`config.mk`:
```
export PLATFORM = sky130hd
export DESIGN_NAME = pwm_chan_pulse
export DESIGN_NICKNAME = d
export VERILOG_FILES = /design/src/rtl/pwm_cmp_pkg.sv /design/src/rtl/pwm_res_mask.sv /design/src/rtl/pwm_edge_find.sv /design/src/rtl/pwm_level_track.sv /design/src/rtl/pwm_out_stage.sv /design/src/rtl/pwm_chan_pulse.sv
export SDC_FILE = /design/constraint.sdc
export NUM_CORES = 1
export LEC_CHECK = 0
export BUFFER_PORTS_ARGS = -buffer_cell sky130_fd_sc_hd__buf_2
export CAP_MARGIN = 20
export CORE_ASPECT_RATIO = 1.75
export CORE_MARGIN = 8
export CORE_UTILIZATION = 51
export CTS_CLUSTER_DIAMETER = 100
export DETAILED_ROUTE_END_ITERATION = 8
export GPL_TIMING_DRIVEN = 0
export PLACE_DENSITY = 0.79
export SLEW_MARGIN = 20
export SYNTH_ARGS = -nofsm -noshare
export SYNTH_HDL_FRONTEND = slang
export SYNTH_SLANG_ARGS = --single-unit
```
`constraint.sdc`:
```
create_clock -name clk_i -period 4.1 [get_ports clk_i]
set_clock_uncertainty 0.05 [all_clocks]
set_input_delay 1.23 -clock clk_i [delete_from_list [all_inputs] [get_ports clk_i]]
set_output_delay 1.23 -clock clk_i [all_outputs]
set_load 0.01 [all_outputs]
```
`src/rtl/pwm_cmp_pkg.sv`:
```
package pwm_cmp_pkg;

  // Result of the per-beat threshold comparison.
  typedef enum logic [1:0] {
    EV_HOLD = 2'd0,
    EV_RISE = 2'd1,
    EV_FALL = 2'd2
  } edge_ev_t;

endpackage

```
`src/rtl/pwm_res_mask.sv`:
```
// Builds the bit mask that keeps the top (res+1) bits of a CNT_W value.
module pwm_res_mask #(
  parameter int CNT_W = 16,
  parameter int RES_W = 4
) (
  input  logic [RES_W-1:0] res_i,
  output logic [CNT_W-1:0] mask_o
);

  localparam int LAST_BIT = CNT_W - 1;

  for (genvar i = 0; i < CNT_W; i++) begin : g_bit
    // bit i survives when it lies within the top res+1 positions
    assign mask_o[i] = ((int'(res_i) + i) >= LAST_BIT);
  end

endmodule

```
`src/rtl/pwm_edge_find.sv`:
```
// Compares the masked phase against the masked rise and fall points.
module pwm_edge_find
  import pwm_cmp_pkg::*;
#(
  parameter int CNT_W = 16
) (
  input  logic [CNT_W-1:0] mask_i,
  input  logic [CNT_W-1:0] phase_i,
  input  logic [CNT_W-1:0] delay_i,
  input  logic [CNT_W-1:0] duty_i,
  output edge_ev_t         ev_o
);

  logic [CNT_W-1:0] fall_pt;
  logic             hit_rise;
  logic             hit_fall;

  assign fall_pt  = delay_i + duty_i;
  assign hit_rise = ((phase_i & mask_i) == (delay_i & mask_i));
  assign hit_fall = ((phase_i & mask_i) == (fall_pt & mask_i));

  // fall has priority: coinciding points give a zero-width pulse
  always_comb begin
    if (hit_fall)      ev_o = EV_FALL;
    else if (hit_rise) ev_o = EV_RISE;
    else               ev_o = EV_HOLD;
  end

endmodule

```
`src/rtl/pwm_level_track.sv`:
```
// Holds the pulse level between edges; cleared while the counter is stopped.
module pwm_level_track
  import pwm_cmp_pkg::*;
(
  input  logic     clk_i,
  input  logic     rst_i,
  input  logic     cntr_en_i,
  input  edge_ev_t ev_i,
  output logic     level_d_o
);

  logic level_q;

  always_comb begin
    if (!cntr_en_i)           level_d_o = 1'b0;
    else if (ev_i == EV_FALL) level_d_o = 1'b0;
    else if (ev_i == EV_RISE) level_d_o = 1'b1;
    else                      level_d_o = level_q;
  end

  always_ff @(posedge clk_i) begin
    if (rst_i) level_q <= 1'b0;
    else       level_q <= level_d_o;
  end

  p_cntr_off_clear_r7: assert property (@(posedge clk_i) disable iff (rst_i)
    !cntr_en_i |=> !level_q);

  p_fall_wins_r5: assert property (@(posedge clk_i) disable iff (rst_i)
    (cntr_en_i && ev_i == EV_FALL) |=> !level_q);

  p_hold_r4: assert property (@(posedge clk_i) disable iff (rst_i)
    (cntr_en_i && ev_i == EV_HOLD && !$past(rst_i)) |=> (level_q == $past(level_q)));

endmodule

```
`src/rtl/pwm_out_stage.sv`:
```
// Channel gating, polarity and the output register.
module pwm_out_stage (
  input  logic clk_i,
  input  logic rst_i,
  input  logic level_i,
  input  logic chan_en_i,
  input  logic invert_i,
  output logic pwm_o
);

  logic pre_out;

  assign pre_out = (chan_en_i ? level_i : 1'b0) ^ invert_i;

  always_ff @(posedge clk_i) begin
    if (rst_i) pwm_o <= 1'b0;
    else       pwm_o <= pre_out;
  end

  p_chan_off_r8: assert property (@(posedge clk_i) disable iff (rst_i)
    !chan_en_i |=> (pwm_o == $past(invert_i)));

  p_invert_r9: assert property (@(posedge clk_i) disable iff (rst_i)
    (chan_en_i && invert_i) |=> (pwm_o == !$past(level_i)));

endmodule

```
`src/rtl/pwm_chan_pulse.sv`:
```
module pwm_chan_pulse
  import pwm_cmp_pkg::*;
#(
  parameter int CNT_W = 16,
  parameter int RES_W = 4
) (
  input  logic             clk_i,
  input  logic             rst_i,
  input  logic             cntr_en_i,
  input  logic [CNT_W-1:0] phase_i,
  input  logic [RES_W-1:0] res_i,
  input  logic [CNT_W-1:0] delay_i,
  input  logic [CNT_W-1:0] duty_i,
  input  logic             chan_en_i,
  input  logic             invert_i,
  output logic             pwm_o
);

  logic [CNT_W-1:0] cmp_mask;
  edge_ev_t         ev;
  logic             level_d;

  pwm_res_mask #(.CNT_W(CNT_W), .RES_W(RES_W)) i_mask (
    .res_i  (res_i),
    .mask_o (cmp_mask)
  );

  pwm_edge_find #(.CNT_W(CNT_W)) i_edge (
    .mask_i  (cmp_mask),
    .phase_i (phase_i),
    .delay_i (delay_i),
    .duty_i  (duty_i),
    .ev_o    (ev)
  );

  pwm_level_track i_track (
    .clk_i     (clk_i),
    .rst_i     (rst_i),
    .cntr_en_i (cntr_en_i),
    .ev_i      (ev),
    .level_d_o (level_d)
  );

  pwm_out_stage i_out (
    .clk_i     (clk_i),
    .rst_i     (rst_i),
    .level_i   (level_d),
    .chan_en_i (chan_en_i),
    .invert_i  (invert_i),
    .pwm_o     (pwm_o)
  );

  // A rise seen before an edge shows on the pin right after it.
  p_rise_r2: assert property (@(posedge clk_i) disable iff (rst_i)
    (cntr_en_i && chan_en_i && ev == EV_RISE) |=> (pwm_o != $past(invert_i)));

  p_reset_low_r1: assert property (@(posedge clk_i)
    rst_i |=> !pwm_o);

endmodule

```
### After elaboration in Yosys (flattened, before gate mapping)

Cells that the tools add are included.
W data, S select, Z words.

* input bits: 57
* flip-flop bits (word level): 2
* output and inout bits: 1
* logic and storage cells: 48

* mux-type cells: 6
* bitwise gates (word level): 4
* $lt $le $gt $ge: 16
* $add $sub $neg: 16
* equal/unequal tests: 4

Operators by type and width (count)
* $ge A32 B5 Y1 const B: 15
* $and A16 B16 Y16: 3
* $add A4 B4 Y5 const B: 8
* $eq A16 B16 Y1: 2
* $add A4 B3 Y5 const B: 4
* $add A16 B16 Y16: 1
* $add A4 B2 Y5 const B: 2
* $add A4 B1 Y5 const B: 1
* $mux W1: 5
* $ge A4 B4 Y1 const B: 1
* $eq A2 B1 Y1 const B: 1
* $eq A2 B2 Y1 const B: 1
* $mux W2: 1
* $xor A1 B1 Y1: 1

### Depth between registers and ports, before layout

Gate-level depths: netlist (run 1).

* depth after elaboration: 12
* depth in mapped cells: 12
* mapped depth without buffers: 12

### Cells and area by module

From an unflattened synthesis (run 1), not the netlist that was laid out.

* cells, all modules: 248
* area total of the unflattened synthesis: 1934.4 um^2

Modules (own cells, without submodules)
* pwm_edge_find: instances 1, cells an instance 163, area each 1248.7 um^2
* pwm_res_mask: instances 1, cells an instance 75, area each 589.3 um^2
* pwm_level_track: instances 1, cells an instance 6, area each 50.0 um^2
* pwm_out_stage: instances 1, cells an instance 4, area each 46.3 um^2

### Worst setup path after synthesis (run 1)

No wires, ideal clock.

* kind: input to register
* start point: input port delay_i[0]
* end point: register i_out.pwm_o
* data arrival time: 3638 ps
* cell stages on the path: 12
* setup slack: 290 ps
* buffers on the path: 0
* path through: ha_1 -> inv_1 -> fa_1 -> nor2b_4 -> o2111ai_2 -> a31oi_2 -> nor2_1 -> a221o_1 -> a2111oi_4 -> nand4_2 -> and4_4 -> mux2_4

* longest elaborated chain between the ends: 10
* elaborated cells on any way between the ends: 14
* classes of those cells: 1 x add/sub; 4 x eq/ne; 6 x mux; 3 x bitwise

Ends and longest elaborated chain
* start: declaration: RTL line pwm_chan_pulse.sv:12 `input logic [CNT_W-1:0] delay_i,`
* $add A16 B16 Y16 / $and A16 B16 Y16 (equally long branches): RTL line pwm_edge_find.sv:18, pwm_edge_find.sv:19
* $and A16 B16 Y16 / $eq A16 B16 Y1 (equally long branches): RTL line pwm_edge_find.sv:20, pwm_edge_find.sv:19
* $eq A16 B16 Y1 / $mux W1 (equally long branches): RTL line pwm_edge_find.sv:20, pwm_edge_find.sv:25
* $mux W2 (*): RTL line pwm_edge_find.sv:24 `if (hit_fall) ev_o = EV_FALL;`
* $eq A2 B1 Y1: RTL line pwm_level_track.sv:17 `else if (ev_i == EV_RISE) level_d_o = 1'b1;`
* $mux W1: RTL line pwm_level_track.sv:17
* $mux W1 (*): RTL line pwm_level_track.sv:16 `else if (ev_i == EV_FALL) level_d_o = 1'b0;`
* $mux W1 (*): RTL line pwm_level_track.sv:15 `if (!cntr_en_i) level_d_o = 1'b0;`
* $mux W1 (*): RTL line pwm_out_stage.sv:13 `assign pre_out = (chan_en_i ? level_i : 1'b0) ^ invert_i;`
* $xor A1 B1 Y1 (*): RTL line pwm_out_stage.sv:13
* end signal: assignment: RTL line pwm_out_stage.sv:17 `else pwm_o <= pre_out;`
* end: declaration: RTL line pwm_out_stage.sv:8 `output logic pwm_o`

Mark *: on every way between the ends. The rest lies on a longest branch, timed or not.
A chain may end at the register's enable or synchronous reset.

### Worst setup path in the final report (run 1)

* start point: input port delay_i[1]
* end point: register i_out.pwm_o

Same word-level chain as after synthesis.

==> out/metrics.yaml, run 1 <==
worst_slew_pin_slew_ps: 681
drt_first_pass_iters: 4
layout.nets: 343
vias: 1804
rsz0062_at_grt: "false"
antenna_found_initial: 0
maxCapViolCount: 0
fp.dieH_um: 89.2
cts_root_buffer: "clkbuf_8"
p_leak_nw: 0.877
hold_viol: 0
synth_edf_count: 0
synth-seq-cells: 2
areaGrowthSynthToFinish_pct: 24.3
via_per_inst: 6.16
instances_no_fill: 293
min-delay-path-class: "flip-flop to flip-flop"
switchingPower_mw: 0.169
yosys.area.top_type_share_pct: 15.7
slew_headroom_pct: 54.1
drt_iter0_drc: 46
seqCellArea_um2: 40.0
dpl_cell_area_um2: 1880
die_area_um2: 5150
synth_commonest_cells: "28 x xnor2_1, 18 x ha_1, 16 x o21ai_0"
rows: 26
critPathBufInv: 1
cts_max_level: 1
cp_slowest_cell: "a211oi_1"
syn_inst: 205
drc: 0
postSynthAreaPerCell_um2: 7.61
clock-sinks: 2
fmax_mhz: 255
clk_pin_slew_ps: 30
pwr-share-comb_pct: 74.7
fill_cells: 294
synth_area_um2: 1560
fin_util_pct: 66.2
final_area_um2: 1940
synth_area_leader_cell: "xnor2_1"
grt_overflow: 0
worst_setup_path_end_kind: "flip-flop"
antenna_cells: 0
path_class: "primary input to flip-flop"
die_w_um: 57.8
drive_gt1_share_pct: 29.4
worst-path-max-fanout: 4
place_inst: 289
yosysWarningCount: 0
p_seq_share_pct: 5.3
ys_types: 54
core_area_um2: 2930
postCtsHoldBufs: 0
worstSkewPairLatency_ps: 210
power_density_nw_per_um2: 197
grt_max_degree: 11
dp_hpwl_mm: 4.36
status: "completed"
setup_violations: 0
intPower_mw: 0.213
ys.flop_type: "dfxtp_1"
cp_top_family: "compound AO/OA/AOI/OAI gates"
antenna_left: 0
peakVddDrop_mv: 0.123
slew_viol_final: 0
fin_crit_sh_pct: 95.5
async_reset_ff_share_pct: 0
multi_input_area_um2: 1470
required_ps: 4140
cts_tree: "done"
ys_top_cells_by_area: "xnor2_1 16%, ha_1 14%, xor2_1 8.4%"
switching_share_pct: 44.2
wirelength_mm: 5.02
clkPwrFrac_pct: 19.9
grtUsageTotal_pct: 19.4
ios: 58
grt_pass1_vias: 1877
cp.arrival_ps: 3950
critical_path.max_stage_delay_ps: 430
portBuffers: 56
gp_congestion: 0.985
finalSetupTns_ps: 0
period_minus_slack_ps: 3920
syn-num-nets: 281
yosysMostFrequentCell: "xnor2_1"
r2r_setup_slack_ps: 2900
crit_chain: "buf_2 -> ha_1 -> a211oi_1 -> o21ai_1 -> a311oi_1 -> o21ai_0 -> xnor2_1 -> a32oi_1 -> nand4_2 -> and4_4 -> mux2_4"
grt_pass1_wl_mm: 8.12
clock_path_buffers: 2
ys_seq_area_share_pct: 2.57
numCtsBuffers: 3
start_util_pct: 53.3
wl_per_cell_um: 17.1
startpoint_type: "primary input"
[path summary, 6_finish.rpt]
kind,start,to,depth (start not counted)
worst max register to register,i_track.level_q,i_out.pwm_o,3
worst max-delay path,delay_i[1],i_out.pwm_o,11
worst min-delay path,i_track.level_q,i_track.level_q,3
worst min register to register,i_track.level_q,i_track.level_q,3
[final cells by class]
class	instances	area share [%]
clock buffer	3	2.13
timing repair buffer	57	14.8
tap	28	1.81
inverter	6	1.16
multi-input combinational	192	75.9
sequential	2	2.06
buffer	5	2.06
[cells in the final DEF, fill, tap and decap left out, drive strengths merged, types with 5 or more instances in the layout]
cell type / Yosys / routed
buf: 5 / 62
nand3: 6 / 6
a21oi: 14 / 14
xnor2: 28 / 28
a21o: 7 / 7
o21ai: 17 / 17
ha: 18 / 18
inv: 6 / 6
nand2: 11 / 11
nor3: 5 / 5
nor4: 5 / 5
nor2: 13 / 13
xor2: 15 / 15
[kinds of logic (layout without fill, tap and decap cells)]
group | after synthesis | after routing | share of synthesized area, %
compound gates | 66 | 66 | 29.8
xor+xnor | 43 | 43 | 24.1
fa+ha+maj | 19 | 19 | 15.7
buf+inv | 11 | 71 | 4.01
flops | 2 | 2 | 2.57
mux | 2 | 2 | 1.68
simple gates | 62 | 62 | 22.1
[repair_timing]
action	4_1_cts	5_1_grt
endpoints found under the hold margin	0	0
buffers inserted	0	1
setup endpoints to repair	0	1
resized for setup	0	3
[metrics by stage]
step | hold WS (ps) | power, mW | setup WS (ps)
after floorplan | 501 | 0.218 | 290
after global placement | 579 | 0.296 | -88.8
after detailed placement | 595 | 0.298 | -109
after CTS | 601 | 0.377 | 87.4
after global routing | 664 | 0.413 | 16.8
final | 601 | 0.382 | 184
[state kept, by name, indices dropped and copies added (netlist names)]
register	flops
i_out.pwm_o	1
i_track.level_q	1
[metal layers]
layer / routed length [µm] / track usage, %
met1: 1710 / 17.3
met5: 0 / 0
met2: 2840 / 39.3
met4: 205 / 8.97
met3: 270 / 4.32
[worst reg2reg max path, stage by stage (launching register included)]
cell and delay, ps:
dfxtp_1 300, a31o_2 240, and4_4 200, mux2_4 290
[power groups by stage]
stage          logic [mW]  registers, mW  clock network, mW
3_3_place_gp        0.275         0.0206                  0
4_1_cts             0.279         0.0204             0.0775
5_1_grt             0.312         0.0204             0.0802
6_report            0.286         0.0203             0.0761
3_5_place_dp        0.277         0.0206                  0
2_1_floorplan       0.197         0.0209                  0
Note: power is estimated with default switching activity, not from simulation.
==> run 2, diff against run 1 <==
==> constraint.sdc (replaced) <==
create_clock -name clk_i -period 4.1 [get_ports clk_i]
set_clock_uncertainty 0.05 [all_clocks]
set_input_delay 0.41 -clock clk_i [delete_from_list [all_inputs] [get_ports clk_i]]
set_output_delay 0.41 -clock clk_i [all_outputs]
set_load 0.01 [all_outputs]
==> out/metrics.yaml, run 2 (same netlist as run 1, synthesis figures left out) <==
numCtsBuffers: 3
rsz0062_at_grt: "false"
hold_end: "i_track.level_q"
top_regs: "i_out.pwm_o (1), i_track.level_q (1)"
post_cts_resized: 0
dp_hpwl_mm: 4.36
postCtsHoldBufs: 0
grt_max_degree: 11
die_w_um: 57.8
p_seq_share_pct: 5.4
setup_violations: 0
clock-sinks: 2
path_class: "primary input to flip-flop"
drc: 0
finalPower_mw: 0.377
fmax_mhz: 314
grt_overflow: 0
wl_per_cell_um: 17.0
finalSetupTns_ps: 0
layout_commonest_cell: "buf_2"
switching_share_pct: 44.1
worst_slack_ps: 913
vias: 1782
intPower_mw: 0.211
holdPathStages: 2
via_per_inst: 6.10
period_minus_slack_ps: 3190
rows: 26
final_area_um2: 1920
ios: 58
grt_pass1_vias: 1877
critical_path.max_stage_delay_ps: 440
pwr-share-comb_pct: 74.4
drt_first_pass_iters: 4
portBuffers: 56
reg2reg_depth: 3
drive_gt1_share_pct: 28.4
p_leak_nw: 0.871
fp.dieH_um: 89.2
wirelength_mm: 4.97
cts_setup_buffers: 0
dp_slack_ps: 711
start_util_pct: 53.3
worst_slew_pin_slew_ps: 690
clkPwrFrac_pct: 20.2
grt_pass1_wl_mm: 8.12
antenna_found_initial: 0
layout.nets: 342
slew_viol_final: 0
hold_path_startpoint: "rst_i"
areaGrowthSynthToFinish_pct: 22.9
cts_max_level: 1
core_area_um2: 2930
clock_path_buffers: 2
drt_iter0_drc: 74
worst_setup_path_end_kind: "flip-flop"
switchingPower_mw: 0.166
power_density_nw_per_um2: 197
crit_chain: "buf_2 -> ha_1 -> inv_1 -> fa_1 -> nor2b_4 -> o2111ai_2 -> a31oi_2 -> nor2_1 -> a221o_1 -> a2111oi_4 -> nand4_2 -> and4_4 -> mux2_4"
status: "completed"
slew_headroom_pct: 53.6
antenna_cells: 0
min-delay-path-class: "primary input to flip-flop"
cts_root_buffer: "clkbuf_8"
cts_tree: "done"
r2r-start: "i_track.level_q"
cp.arrival_ps: 3230
fin_crit_sh_pct: 77.7
grtUsageTotal_pct: 19.4
worst-path-max-fanout: 3
worstSkewPairLatency_ps: 210
mostFrequentLayoutCells: "58 x buf_2, 28 x xnor2_1, 18 x ha_1"
maxCapViolCount: 0
dpl_cell_area_um2: 1880
gp_congestion: 0.985
startpoint_type: "primary input"
peakVddDrop_mv: 0.121
required_ps: 4140
die_area_um2: 5150
r2r_setup_slack_ps: 2900
cp_slowest_cell: "fa_1"
clk_pin_slew_ps: 30
reg2reg_to: "i_out.pwm_o"
antenna_left: 0
hold_viol: 0
run 2: cell count changes in the layout (fill, tap and decap cells not counted):
cell | before | now
a31oi_4 | 1 | 0
fa_2 | 1 | 0
a21oi_1 | 13 | 14
buf_4 | 2 | 1
a31oi_2 | 0 | 1
fa_1 | 0 | 1
a21oi_2 | 1 | 0
run 2: metal layers:
layer	GRT usage, %	vias to the layer above	share of wire, %
met1	17.3	815	34
met4	8.97	0	4.4
li1	-	886	-
met2	39.3	61	56
met3	4.32	20	5.4
met5	0	-	0
run 2: critical path, delay by kind of cell:
| kind | cells | cell delay [ps] |
|---|---|---|
| AOI/OAI and AO/OA | 4 | 1150 |
| and+or+nand+nor | 4 | 630 |
| adders and majority gates | 2 | 590 |
| muxes | 1 | 290 |
| buffers and inverters | 2 | 150 |
run 2: final cells by class:
type	instances	area, µm²
multi-input cells	192	1460
inverters	6	22.5
well taps	28	35.0
flip-flops and latches	2	40.0
fillers	292	1010
clock buffers	3	41.3
plain buffers	5	40.0
repair buffers	56	280
run 2: how the worst max path moves through the flow:
stage / slack (ps) / start / depth (start not counted) / to
floorplan: 1110 / delay_i[0] / 12 / i_out.pwm_o
detailed placement: 710 / delay_i[0] / 13 / i_out.pwm_o
finish: 910 / delay_i[0] / 13 / i_out.pwm_o
CTS: 910 / delay_i[0] / 13 / i_out.pwm_o
global route: 760 / delay_i[0] / 13 / i_out.pwm_o
global placement: 730 / delay_i[0] / 13 / i_out.pwm_o
run 2: through the flow:
step / util, % / std cells / hold WS (ps)
final: 65.5 / 292 / 342
after floorplan: - / 205 / 432
after CTS: 65.5 / 292 / 339
after global placement: 64.1 / 289 / 552
after detailed placement: 64.1 / 289 / 559
after global routing: 65.5 / 292 / 347
run 2: power by group through the flow:
stage	Clock [mW]	Combinational, mW	Sequential [mW]
floorplan	0	0.197	0.0209
global placement	0	0.275	0.0206
detailed placement	0	0.277	0.0206
CTS	0.0775	0.279	0.0204
global route	0.0802	0.308	0.0204
finish	0.0761	0.280	0.0203
